### config.mk
export PLATFORM = sky130hd
export DESIGN_NAME = status_flag_reg
export DESIGN_NICKNAME = d
export VERILOG_FILES = /design/src/rtl/status_pkg.sv /design/src/rtl/status_alu.sv /design/src/rtl/status_evt.sv /design/src/rtl/status_flag_reg.sv
export SDC_FILE = /design/constraint.sdc
export NUM_CORES = 1
export LEC_CHECK = 0
export ABC_AREA = 1
export BUFFER_PORTS_ARGS = -buffer_cell sky130_fd_sc_hd__buf_2
export CAP_MARGIN = 20
export CORE_UTILIZATION = 55
export DETAILED_ROUTE_END_ITERATION = 10
export GPL_ROUTABILITY_DRIVEN = 0
export HOLD_SLACK_MARGIN = 0.12
export PLACE_DENSITY = 0.9
export SLEW_MARGIN = 20
export SYNTH_ARGS = -nofsm -noshare
export SYNTH_HDL_FRONTEND = slang
export SYNTH_SLANG_ARGS = --single-unit
### constraint.sdc
create_clock -name clk -period 5.4 [get_ports clk]
set_input_delay 1.35 -clock clk [delete_from_list [all_inputs] [get_ports clk]]
set_output_delay 1.35 -clock clk [all_outputs]
set_load 0.005 [all_outputs]
### src/rtl/status_pkg.sv
package status_pkg;

    localparam int unsigned STAT_W = 8;
    localparam int unsigned BIT_C  = 0;
    localparam int unsigned BIT_DC = 1;
    localparam int unsigned BIT_Z  = 2;
    localparam int unsigned BIT_PD = 3;
    localparam int unsigned BIT_TO = 4;
    localparam logic [STAT_W-1:0] STAT_RESET = 8'h18;

    typedef enum logic [2:0] {
        OP_ADD = 3'd0,
        OP_SUB = 3'd1,
        OP_AND = 3'd2,
        OP_IOR = 3'd3,
        OP_XOR = 3'd4,
        OP_CLR = 3'd5,
        OP_RRC = 3'd6,
        OP_RLC = 3'd7
    } alu_op_e;

    // packed order matches status bits 2:0
    typedef struct packed {
        logic z;
        logic dc;
        logic c;
    } flags_t;

    typedef struct packed {
        logic to;
        logic pd;
    } cause_t;

    function automatic flags_t touched_by(alu_op_e op);
        flags_t m;
        case (op)
            OP_ADD, OP_SUB: m = '{z: 1'b1, dc: 1'b1, c: 1'b1};
            OP_RRC, OP_RLC: m = '{z: 1'b0, dc: 1'b0, c: 1'b1};
            default:        m = '{z: 1'b1, dc: 1'b0, c: 1'b0};
        endcase
        return m;
    endfunction

endpackage

### src/rtl/status_alu.sv
module status_alu
    import status_pkg::*;
#(
    parameter int unsigned W = 8
) (
    input  alu_op_e        op,
    input  logic [W-1:0]   a,
    input  logic [W-1:0]   b,
    input  logic           cin,
    output logic [W-1:0]   value,
    output flags_t         flg,
    output flags_t         touch
);
    localparam int unsigned H = W / 2;

    logic           is_sub;
    logic [W-1:0]   addend;
    logic [W:0]     sum;
    logic [H:0]     hsum;

    assign is_sub = (op == OP_SUB);
    assign addend = is_sub ? ~a : a;
    assign sum    = {1'b0, b} + {1'b0, addend} + {{W{1'b0}}, is_sub};
    assign hsum   = {1'b0, b[H-1:0]} + {1'b0, addend[H-1:0]} + {{H{1'b0}}, is_sub};

    always_comb begin
        value  = '0;
        flg.c  = 1'b0;
        flg.dc = 1'b0;
        case (op)
            OP_ADD, OP_SUB: begin
                value  = sum[W-1:0];
                flg.c  = sum[W];
                flg.dc = hsum[H];
            end
            OP_AND: value = a & b;
            OP_IOR: value = a | b;
            OP_XOR: value = a ^ b;
            OP_CLR: value = '0;
            OP_RRC: begin
                value = {cin, b[W-1:1]};
                flg.c = b[0];
            end
            OP_RLC: begin
                value = {b[W-2:0], cin};
                flg.c = b[W-1];
            end
            default: value = '0;
        endcase
        flg.z = (value == '0);
    end

    assign touch = touched_by(op);

endmodule

### src/rtl/status_evt.sv
module status_evt
    import status_pkg::*;
(
    input  cause_t cur,
    input  logic   wdt_clr,
    input  logic   sleep_req,
    input  logic   wdt_tmo,
    output cause_t nxt
);
    always_comb begin
        nxt = cur;
        if (wdt_clr) begin
            nxt.to = 1'b1;
            nxt.pd = 1'b1;
        end else if (sleep_req) begin
            nxt.to = 1'b1;
            nxt.pd = 1'b0;
        end else if (wdt_tmo) begin
            nxt.to = 1'b0;
        end
    end
endmodule

### src/rtl/status_flag_reg.sv
module status_flag_reg
    import status_pkg::*;
#(
    parameter int unsigned DW = STAT_W
) (
    input  logic          clk,
    input  logic          rst,
    input  logic          op_valid,
    input  logic [2:0]    op_code,
    input  logic [DW-1:0] w_val,
    input  logic [DW-1:0] f_val,
    input  logic          dest_sel,
    input  logic          wr_en,
    input  logic [DW-1:0] wr_data,
    input  logic          ev_wdt_clr,
    input  logic          ev_sleep,
    input  logic          ev_wdt_to,
    output logic [DW-1:0] result,
    output logic [DW-1:0] status
);
    localparam int unsigned NFLG = 3;
    localparam int unsigned UP_LO = BIT_TO + 1;

    logic [DW-1:0]   st_q;
    logic [DW-1:0]   st_d;
    flags_t          alu_flg;
    flags_t          alu_touch;
    logic [NFLG-1:0] flag_mix;
    cause_t          cause_d;

    status_alu #(.W(DW)) u_alu (
        .op    (alu_op_e'(op_code)),
        .a     (w_val),
        .b     (f_val),
        .cin   (st_q[BIT_C]),
        .value (result),
        .flg   (alu_flg),
        .touch (alu_touch)
    );

    status_evt u_evt (
        .cur       ('{to: st_q[BIT_TO], pd: st_q[BIT_PD]}),
        .wdt_clr   (ev_wdt_clr),
        .sleep_req (ev_sleep),
        .wdt_tmo   (ev_wdt_to),
        .nxt       (cause_d)
    );

    // per flag: ALU value if the operation affects it, else hold
    for (genvar i = 0; i < NFLG; i++) begin : g_flag
        assign flag_mix[i] = alu_touch[i] ? alu_flg[i] : st_q[i];
    end

    always_comb begin
        st_d = st_q;
        if (op_valid) begin
            if (dest_sel) begin
                st_d[DW-1:UP_LO] = result[DW-1:UP_LO];
            end
            st_d[NFLG-1:0] = flag_mix;
        end else if (wr_en) begin
            st_d[DW-1:UP_LO] = wr_data[DW-1:UP_LO];
            st_d[NFLG-1:0]   = wr_data[NFLG-1:0];
        end
        st_d[BIT_TO] = cause_d.to;
        st_d[BIT_PD] = cause_d.pd;
    end

    always_ff @(posedge clk) begin
        if (rst) begin
            st_q <= DW'(STAT_RESET);
        end else begin
            st_q <= st_d;
        end
    end

    assign status = st_q;

endmodule

==> metrics.txt, run 1 <==
Avg Vias per Cell about 5; post-CTS setup buffer count 0; GRT Residual Overflow 0; mapped cell area between 1500 and 2000 µm²; # diodes 0; largest net degree at the start of global routing 12; Synth Warn # 0; Min-Delay Path Class register to register; Root Buffer clkbuf_4; Inst Count DP around 350; Pwr Density approximately 140 nW/µm²; CP max stage delay 0.36 ns; initial antenna violation count 0; crit path max fanout 11; dpl ws just under 0.6 ns; worst path cell trace buf_2, inv_1, nand3_4, xor2_1, ha_1, nand2_1, nand2_1, inv_1, nor2_1, nor2_1, nand2_1, nand2_1, nand2_1, a21oi_1, inv_1, buf_2; Netlist cell types 33; Final Hold Vio Count 0; DR vias 1,793; drt total wl 3.93 mm; XOR/XNOR Fraction of Synth Area between 4 and 5%; final hold slack ~0.44 ns; crit end category output port; Worst Skew between 0.008 and 0.009 ns; top cells by area, synth ha_1 (19%), nand2_1 (15%), inv_1 (11%); commonest non-fill, non-tap cell in the layout nand2_1; multi-input logic area approximately 1200 µm²; status finished, final reports clean; Detail Route Antenna Nets 0; worst slew pin tran about 0.38 ns; Synth top area share around a fifth; largest family of logic cells by synthesized area simple AND/OR/NAND/NOR gates; Row Count 19; Worst Path Buf+Inv 5; Core Footprint approximately 2800 µm²; sequential area share after synthesis under 10%; Area Overhead vs Synth 16.1%; Reg2Reg Setup Slack approximately 4.1 ns; Die Ht about 56 µm; Crit-path slowest cell ha_1; CTS Hold Buffers Added 0; number of CTS-inserted buffers 3; post-synthesis register bit count 8; Max Freq 0.207 GHz; CTS-repair resized insts 0; Die W 56.1 µm; CTS tree built; synthesized area per cell roughly 5.9 µm²; worst vdd ir 123 µV; CP top delay family buffers and inverters; syn nets approximately 330; drt wl/cell 11.3 µm; cell taking the most area after synthesis ha_1; Clk Latency, worst-skew pair approximately 0.26 ns; Worst EP arrival about 3.5 ns; Worst EP required just over 4 ns; slew margin rel. about three quarters; first-pass GRT wire length ~6.8 mm; adder-cell share of the synthesized area between 10% and 20%; max reg flops 8; CTS Sinks 8; Clock Tree Buf Depth 2; Top Ports 51; Initial Utilization between 50% and 60%; Post-DP HPWL between 3 and 4 mm; Final Max Tran Viols 0; Tcrit/Tclk final approximately nine tenths; setup violators final 0; fin nets approximately 380; post-synthesis compound-gate area fraction a little under an eighth; mux share of post-synthesis cell area 0%; DRT iter0 DRCs 97; Cells after Synth 271; Tmin final approximately 4.8 ns; Port Buffer Count 48; clk slew on worst S/H paths approximately 0.050 ns; vias in the first global route between 1,500 and 2,000; drt first pass iters 5; Die ar. between 3000 and 4000 µm²; FF/Latch Area between 150 and 200 µm²; Finished Layout Cells between 300 and 400; Max Cap Viol 0; Leakage approximately 1.1 nW; # fillers about 280; fraction of layout cells with a size suffix above 1 around 22%; final setup slack of the worst path approximately 0.57 ns; most frequent CP cell nand2_1; crit start category primary input; CP Class primary input to output port; GRT Total Usage about a quarter; RSZ-0062 raised after global routing no; Setup TNS 0 ns; Post-Synth Simple-Gate Area between 30 and 40%; commonest cells after routing, fill and taps aside nand2_1 (65), inv_1 (48), buf_2 (48), nor2_1 (32), ha_1 (24); # DRC 0; H-tree levels 1
worst min-delay path, cell delays in order, from the launching register on:
cell     delay, ns
dfxtp_1       0.31
nand2_1       0.05
nand2_1       0.05
synth_stat cells, drive strengths merged:
master and number:
nor3 4, buf 4, nor2 35, nand2 72
nand3 22, a22oi 1, o22ai 1, nand4 2
a31oi 1, a21boi 1, inv 52, clkbuf 1
fa 1, dfxtp 8, xor2 7, a211oi 1
o21ai 19, nand3b 1, or2 1, a21oi 11
o211ai 1, xnor2 1, ha 24
final cells by class:
| class | count | share of cell area, % |
|---|---|---|
| clock buffers | 3 | 1.20 |
| well taps | 31 | 2.07 |
| repair buffers | 48 | 12.8 |
| inverters | 52 | 10.6 |
| flip-flops and latches | 8 | 8.56 |
| multi-input cells | 206 | 64.8 |
power breakdown:
part / switching (mW) / internal (mW)
Combinational: 0.0931 / 0.0605
Sequential: 0.00214 / 0.0634
Clock: 0.0218 / 0.0255
Total: 0.117 / 0.149
final timing paths:
kind | cells past startpoint | from | endpoint
worst max-delay path | 16 | op_code[2] | result[5]
worst min-delay path | 2 | status[3]$_SDFFE_PP1P_ | status[3]$_SDFFE_PP1P_
worst min register to register | 2 | status[3]$_SDFFE_PP1P_ | status[3]$_SDFFE_PP1P_
worst max register to register | 11 | status[0]$_SDFFE_PP0P_ | status[2]$_SDFFE_PP0P_
cells by family after synthesis:
logic type,count (synthesis)
and+or+nand+nor,137
buffers and inverters,57
AOI/OAI and AO/OA,36
adders and majority gates,25
xor gates and xnor gates,8
DFF,8
metal layers:
metal / share of wire, % / track usage (%)
met1: 47 / 36.4
met3: 6.6 / 3.49
met4: 2.4 / 12.9
met2: 44 / 41.0
met5: 0 / 0
through the flow:
stage / area, µm² / power (mW) / util [%]
4_1_cts: 1870 / 0.266 / 67.9
3_3_place_gp: 1850 / 0.216 / 67.1
2_1_floorplan: 1610 / 0.173 / -
3_5_place_dp: 1850 / 0.219 / 67.1
5_1_grt: 1870 / 0.293 / 67.9
6_report: 1870 / 0.266 / 67.9
(Power assumes the default switching activity.)
==> run 2, diff against run 1 <==
PLACE_DENSITY = 0.85   (was 0.9)
==> metrics.txt, run 2 (same netlist as run 1, synthesis figures left out) <==
commonest non-fill, non-tap cell in the layout nand2_1; Reg2Reg Setup Slack approximately 4.1 ns; CP Class primary input to output port; CTS Sinks 8; Root Buffer clkbuf_4; initial antenna violation count 0; first-pass GRT wire length around 6.4 mm; Final Hold Vio Count 0; post-CTS setup buffer count 0; GRT Total Usage 25.4%; worst slew pin tran ~0.35 ns; Worst Skew 0.00355 ns; worst vdd ir ~160 µV; # diodes 0; Clock Tree Buf Depth 2; CP top delay family buffers and inverters; Tcrit/Tclk final approximately nine tenths; placed inst area between 1500 and 2000 µm²; status finished, final reports clean; Worst EP arrival 3.52 ns; drt wl/cell about 11 µm; Crit-path slowest cell ha_1; Max Cap Viol 0; max reg flops 8; Row Count 19; Setup TNS 0 ns; DR vias approximately 1,800; Worst Path Buf+Inv 5; commonest cells after routing, fill and taps aside nand2_1 (65), inv_1 (48), buf_2 (48), nor2_1 (32), ha_1 (24); worst r2r dst status[2]$_SDFFE_PP0P_; crit start category primary input; slew margin rel. about three quarters; largest net degree at the start of global routing 12; Worst EP required a little over 4 ns; reg-to-reg critical path startpoint status[0]$_SDFFE_PP0P_; Die ar. about 3200 µm²; H-tree levels 1; Area Overhead vs Synth 16.1%; fin nets roughly 380; number of CTS-inserted buffers 3; final setup slack of the worst path between 0.5 and 0.6 ns; Final Max Tran Viols 0; Die W 56.1 µm; # fillers 278; dpl ws roughly 0.54 ns; Die Ht between 50 and 60 µm; Min-Delay Path Class register to register; Finished Layout Cells 348; Core Footprint 2760 µm²; Tot Pwr 0.265 mW; drt total wl between 3 and 4 mm; Avg Vias per Cell between 5 and 6; CTS Hold Buffers Added 0; timing endpoint of the critical path result[5]; Clk Latency, worst-skew pair 0.26 ns; Top Ports 51; Pwr Density ~140 nW/µm²; Max Freq around 0.21 GHz; worst path cell trace buf_2, inv_1, nand3_4, xor2_1, ha_1, nand2_1, nand2_1, inv_1, nor2_1, nor2_1, nand2_1, nand2_1, nand2_1, a21oi_1, inv_1, buf_2; setup violators final 0; most frequent CP cell nand2_1; Post-DP HPWL 3.21 mm; drt first pass iters 4; CTS tree built; Leakage about 1.1 nW; # DRC 0; Initial Utilization between 50% and 60%; CTS-repair resized insts 0; cell area after layout between 1500 and 2000 µm²; Crit path depth 16; Crit. Startpoint op_code[2]; DRT iter0 DRCs ~120; vias in the first global route around 1,600; RSZ-0062 raised after global routing no; Port Buffer Count 48; final hold slack 0.443 ns; Inst Count DP roughly 350; Worst Reg2Reg Path Length in Cells 11; CP max stage delay ~0.36 ns; Tmin final a little under 5 ns; GRT Residual Overflow 0; crit end category output port; Util after Layout about two thirds; fraction of layout cells with a size suffix above 1 a little over a fifth; crit path max fanout 11; clk slew on worst S/H paths 0.05 ns; Detail Route Antenna Nets 0
## run 2: area by class of cell
| class | count | area, µm² | share of cell area [%] |
|---|---|---|---|
| Sequential cell | 8 | 160 | 8.56 |
| Multi-Input combinational cell | 206 | 1210 | 64.8 |
| Clock buffer | 3 | 22.5 | 1.20 |
| Tap cell | 31 | 38.8 | 2.07 |
| Timing Repair Buffer | 48 | 240 | 12.8 |
| Inverter | 52 | 198 | 10.6 |
## run 2: worst min path at each step
stage	startpoint	end	slack [ns]	depth (start not counted)
floorplan	status[3]$_SDFFE_PP1P_	status[3]$_SDFFE_PP1P_	0.44	2
global placement	status[3]$_SDFFE_PP1P_	status[3]$_SDFFE_PP1P_	0.42	2
detailed placement	status[3]$_SDFFE_PP1P_	status[3]$_SDFFE_PP1P_	0.44	2
CTS	status[3]$_SDFFE_PP1P_	status[3]$_SDFFE_PP1P_	0.45	2
global route	status[7]$_SDFFE_PP0P_	status[7]$_SDFFE_PP0P_	0.49	2
finish	status[3]$_SDFFE_PP1P_	status[3]$_SDFFE_PP1P_	0.44	2
## run 2: per-layer routing
layer | GRT usage, % | routed length (µm)
met5 | 0 | 0
met4 | 10.8 | 45
met3 | 2.79 | 251
met2 | 41.7 | 1850
met1 | 33.6 | 1730
## run 2: worst reg2reg max path, stage by stage (launching register included)
cell and delay, ns:
dfxtp_1 0.33, inv_1 0.09, nor2_1 0.05, a21oi_1 0.11, nand3_1 0.11, nor2_1 0.11, nand2_1 0.06, nor2_1 0.08
nand3_1 0.08, nor2_1 0.09, nor2_1 0.04, nor2_1 0.07
## run 2: power breakdown
| group | switching (mW) | internal (mW) |
|---|---|---|
| Combinational | 0.0930 | 0.0604 |
| Clock | 0.0208 | 0.0255 |
| Sequential | 0.00213 | 0.0634 |
